File: config.mk
export PLATFORM = sky130hd
export DESIGN_NAME = cnt_cascade
export DESIGN_NICKNAME = d
export VERILOG_FILES = /design/src/rtl/cnt_pkg.sv /design/src/rtl/cnt_slice_next.sv /design/src/rtl/cnt_slice.sv /design/src/rtl/cnt_cascade.sv
export SDC_FILE = /design/constraint.sdc
export NUM_CORES = 1
export LEC_CHECK = 0
export ABC_AREA = 1
export CAP_MARGIN = 20
export CORE_AREA = 5 5 42 44
export DETAILED_ROUTE_END_ITERATION = 8
export DIE_AREA = 0 0 47 49
export DONT_BUFFER_PORTS = 1
export SYNTH_ARGS = -nofsm -noshare
export SYNTH_HDL_FRONTEND = slang
export SYNTH_HIERARCHICAL = 1
export SYNTH_SLANG_ARGS = --single-unit
File: constraint.sdc
create_clock -name clk -period 3.9 [get_ports clk]
set_clock_uncertainty 0.15 [all_clocks]
set_input_delay 0.39 -clock clk [delete_from_list [all_inputs] [get_ports clk]]
set_output_delay 0.39 -clock clk [all_outputs]
set_load 0.01 [all_outputs]
File: src/rtl/cnt_pkg.sv
package cnt_pkg;

    localparam int SLICE_W = 4;

    typedef logic [SLICE_W-1:0] nib_t;

    typedef struct packed {
        nib_t val;
    } slice_reg_t;

    typedef enum logic [1:0] {
        OP_HOLD  = 2'd0,
        OP_COUNT = 2'd1,
        OP_LOAD  = 2'd2,
        OP_CLEAR = 2'd3
    } slice_op_t;

endpackage

File: src/rtl/cnt_slice_next.sv
// Next-value and carry logic for one 4-bit slice.
module cnt_slice_next
    import cnt_pkg::*;
(
    input  nib_t cur,
    input  logic clr,
    input  logic load_n,
    input  nib_t preset,
    input  logic en_p,
    input  logic en_t,
    output nib_t nxt,
    output logic carry
);

    slice_op_t op;

    // Ranking: clear, then load, then count, then hold.
    always_comb begin
        if (clr) begin
            op = OP_CLEAR;
        end else if (!load_n) begin
            op = OP_LOAD;
        end else if (en_p && en_t) begin
            op = OP_COUNT;
        end else begin
            op = OP_HOLD;
        end
    end

    always_comb begin
        unique case (op)
            OP_CLEAR: nxt = '0;
            OP_LOAD:  nxt = preset;
            OP_COUNT: nxt = cur + 1'b1;
            default:  nxt = cur;
        endcase
    end

    // Look-ahead carry: en_t gates it; en_p and load_n do not.
    assign carry = en_t & (&cur);

endmodule

File: src/rtl/cnt_slice.sv
// One 4-bit counter slice; the reset style is chosen at elaboration.
module cnt_slice
    import cnt_pkg::*;
#(
    parameter bit SYNC_RESET = 1'b1
) (
    input  logic clk,
    input  logic rst_n,
    input  logic load_n,
    input  nib_t preset,
    input  logic en_p,
    input  logic en_t,
    output nib_t q,
    output logic carry
);

    slice_reg_t st_q;
    slice_reg_t st_d;
    nib_t       nxt_val;
    logic       sync_clr;

    assign sync_clr = SYNC_RESET ? !rst_n : 1'b0;

    cnt_slice_next u_next (
        .cur    (st_q.val),
        .clr    (sync_clr),
        .load_n (load_n),
        .preset (preset),
        .en_p   (en_p),
        .en_t   (en_t),
        .nxt    (nxt_val),
        .carry  (carry)
    );

    always_comb begin
        st_d     = st_q;
        st_d.val = nxt_val;
    end

    generate
        if (SYNC_RESET) begin : g_sync
            always_ff @(posedge clk) begin
                st_q <= st_d;
            end
        end else begin : g_async
            always_ff @(posedge clk or negedge rst_n) begin
                if (!rst_n) begin
                    st_q <= '0;
                end else begin
                    st_q <= st_d;
                end
            end
        end
    endgenerate

    assign q = st_q.val;

endmodule

File: src/rtl/cnt_cascade.sv
// Chain of NUM_SLICES slices; each carry feeds the next slice's en_t.
module cnt_cascade
    import cnt_pkg::*;
#(
    parameter int NUM_SLICES = 2,
    parameter bit SYNC_RESET = 1'b1,
    localparam int W = NUM_SLICES * SLICE_W
) (
    input  logic         clk,
    input  logic         rst_n,
    input  logic         load_n,
    input  logic [W-1:0] preset,
    input  logic         en_p,
    input  logic         en_t,
    output logic [W-1:0] count,
    output logic         carry_out
);

    logic [NUM_SLICES:0] chain;

    assign chain[0] = en_t;

    generate
        for (genvar k = 0; k < NUM_SLICES; k++) begin : g_slice
            cnt_slice #(
                .SYNC_RESET (SYNC_RESET)
            ) u_slice (
                .clk    (clk),
                .rst_n  (rst_n),
                .load_n (load_n),
                .preset (preset[k*SLICE_W +: SLICE_W]),
                .en_p   (en_p),
                .en_t   (chain[k]),
                .q      (count[k*SLICE_W +: SLICE_W]),
                .carry  (chain[k+1])
            );
        end
    endgenerate

    assign carry_out = chain[NUM_SLICES];

endmodule

== After elaboration in Yosys (flattened, before gate mapping) ==
Index checks and enable logic that the tools add are counted.
Cells by class
  add/subtract/negate cells: 2
  multiply operators: 0
  div/mod/pow operators: 0
  $lt $le $gt $ge: 0
  eq/ne operators: 6
  shifts and indexed selects: 0
  mux-type cells: 8
  bitwise logic cells: 2
  reduce and logical (&&, ||, !) cells: 6
Operators with widths (count)
  one-hot mux 4 bit (3 select lines): 2
  adder 4 x 1 -> 4 bit (second input constant): 2
  == test 2 bit (second input constant): 4
  two-way mux 2 bit: 4
  AND reduction 4 bit: 2
  nonzero test 3 bit: 2
  == test 2 x 1 -> 1 bit (second input constant): 2
  AND 1 bit: 2
  logical AND 1 bit: 2
  two-way mux 1 bit: 2
Word-level totals
  register bits: 8
  latch bits: 0
  RAM bits: 0
  memory bits (read-only): 0
  output and inout port bits: 9
  logic and storage cells: 26
  memories kept: 0

== Logic depth before layout (Yosys ltp) ==
  depth after elaboration: 8
  mapped depth: 8
  gate-level depth less buffers: 8

== Hierarchy ==
Netlist, hierarchy kept.
Modules (own cells, without submodules)
  cnt_slice_next: instances 2, cells each 33, area each 146.4 um2
  cnt_slice: instances 2, cells each 5, area each 83.8 um2

== Worst setup path after synthesis ==
No wires, ideal clock.
  path type: flip-flop to output port
  start: reg g_slice[0].u_slice.st_q (netlist bit g_slice[0].u_slice/q[0])
  end: out carry_out
  data arrival time: 1.023 ns
  required time: 3.360 ns
  path slack: 2.337 ns
  cell stages (with the launch flop): 6
  cells stage by stage: dfxtp_1 -> ha_1 -> nand2_1 -> nor2_1 -> nand2_1 -> nor2_1
Between the ends
  cells in the longest elaborated chain, start to end: 3
Ends and longest elaborated chain
  start: declaration: RTL line cnt_slice.sv:17  | slice_reg_t st_q;
  start signal: assignment: RTL line cnt_slice.sv:43  | st_q <= st_d;
  AND reduction 4 bit: RTL line cnt_slice_next.sv:40  | assign carry = en_t & (&cur);
  AND 1 bit: RTL line cnt_slice_next.sv:40
  net chain[1]: RTL line cnt_cascade.sv:19  | logic [NUM_SLICES:0] chain;
  AND 1 bit: RTL line cnt_slice_next.sv:40
  end: declaration: RTL line cnt_cascade.sv:16  | output logic carry_out
The timed path passes the listed nets, and every way through them passes these cells.

== Worst setup path after layout ==
Same ends and word-level chain as after synthesis.

==> results.ini <==
[worst_setup_path]
crit_fanout=6
critPathKind=flop to output port
cp-start-kind=flop
endpoint_kind=output port
r2r_start=g_slice[0].u_slice/q[0]$_DFF_P_
critPathRequiredTime_ns=3.36
cp-startpoint=g_slice[0].u_slice/q[0]$_DFF_P_
arrival_ns=1.42

[pwr]
powerDensity_mw_per_mm2=354
p_leak_uw=0.000247
peakVddDrop_uv=180

[floorplan]
start_util=0.329
die_width_um=47
ioPinCount=22
die_h_um=49
die_area_mm2=0.00230
core_area_mm2=0.00140
rows=14

[cells_and_area]
layout_commonest_cell=nand2_1
fill_cells=159
area.growth.synth_to_final_pct=9.24
antennaDiodeCount=0
multi_input_area_um2=263
drive_above_1_share=0.0380
seq_area_um2=160
final_area_um2=503
largest_register_ff_count=8
fin_nets=96
final_cell_mix=nand2_1, nand3_1, inv_1

[cts]
postCtsResizedCells=0
root_buffer=clkbuf_4
clock_latency_ns=0.25
post-cts-setup-buffers=0
ctsLongestPathBuffers=2
htree_levels=1
cts_tree=yes
clock_sinks=8
path_clk_slew_ns=0.06
hold_buffers=0
numCtsBuffers=3

[route]
wl_per_cell_um=11.4
dr.first_iter.drc_count=15
drtPass1Iterations=4
drt_wl_total_mm=1.09
postRouteAntennaNets=0
drc=0
viasPerCell=4.64
vias=441

[run]
cap_violations=0

[synth]
avgSynthCellArea_um2=6.06
synth.cell_area_um2=460
synth_seq_cells=8
yosysWarnings=6
ys_seq_area_frac=0.348
postSynthCellCount=76
syn_nets=91
ys_types=8

[global_route]
track_usage=0.106
grt_pass1_vias=413
antenna_found_initial=0
grt.overflow.total=0
grt_pass1_wl_mm=1.75
grt_max_degree=7

[timing]
tightest_slew_ns=0.323
fmax_mhz=511
setup-tns-final_ns=0
setup_viol=0
rsz0062_at_grt=no
finalCritPeriodShare=0.502
min_period_ns=1.96
relSlewSlack=0.784
maxSlewViolCount=0
hold_viol_final=0

[placed_design]
hpwl_um=843
port-buffer-count=0
place_area_um2=480
gp_congestion=0.738

[run_status]
outcome=complete, no violations

[worst_hold_path]
min_from=preset[0]
hp-class=input pin to flop

-- cells by family (layout without fill, tap and decap cells) --
family | count (synthesis) | count (layout) | synth area share
adders and majority gates | 2 | 2 | 0.0543
buffers and inverters | 10 | 13 | 0.0815
and+or+nand+nor | 56 | 56 | 0.516
DFF | 8 | 8 | 0.348
-- worst max-delay path, cell delays in order, from the launching register on --
cell,delay [ns]
dfxtp_1,0.46
ha_1,0.20
nand2_1,0.07
nor2_1,0.16
nand2_1,0.08
nor2_1,0.19
-- cells in the mapped netlist --
| master | n | area, µm² |
|---|---|---|
| dfxtp_1 | 8 | 160 |
| ha_1 | 2 | 25.0 |
| inv_1 | 10 | 37.5 |
| nand2_1 | 30 | 113 |
| nand3_1 | 14 | 70.1 |
| nand4_1 | 2 | 12.5 |
| nor2_1 | 8 | 30.0 |
| or2_0 | 2 | 12.5 |
-- through the flow --
step / setup WS, ns / power [µW] / instances / hold slack (ns) / util
2_1_floorplan: 2.34 / 110 / 76 / 0.366 / -
3_3_place_gp: 2.22 / 114 / 92 / 0.369 / 0.343
3_5_place_dp: 2.21 / 115 / 92 / 0.375 / 0.343
4_1_cts: 1.93 / 182 / 95 / 0.104 / 0.359
5_1_grt: 1.85 / 191 / 95 / 0.119 / 0.359
6_report: 1.94 / 178 / 95 / 0.108 / 0.359
-- path summary, 6_finish.rpt --
kind                            cells after the start                         endpoint  slack, ns
worst min register to register                      2  g_slice[0].u_slice/q[0]$_DFF_P_       0.43
worst max-delay path                                5                        carry_out       1.94
worst max register to register                      7  g_slice[1].u_slice/q[3]$_DFF_P_       2.28
worst min-delay path                                2  g_slice[0].u_slice/q[0]$_DFF_P_       0.11
-- routing by layer --
metal	track usage	vias up	routed length [µm]
met5	0	-	0
met4	0.0829	0	14
met3	0.0406	2	109
met2	0.140	18	472
met1	0.131	173	489
li1	-	248	-
-- area by class of cell --
cell class / count / share of cell area
Clock buffer: 3 / 0.0448
Inverter: 10 / 0.0746
Multi-Input combinational cell: 58 / 0.522
Sequential cell: 8 / 0.318
Tap cell: 16 / 0.0398
-- power breakdown --
part           leakage [µW]  switching [µW]  internal [µW]
registers         0.0000661            10.3           87.1
logic              0.000167            9.00           6.43
clock network     0.0000138            29.8           35.3
(Power assumes the default switching activity.)
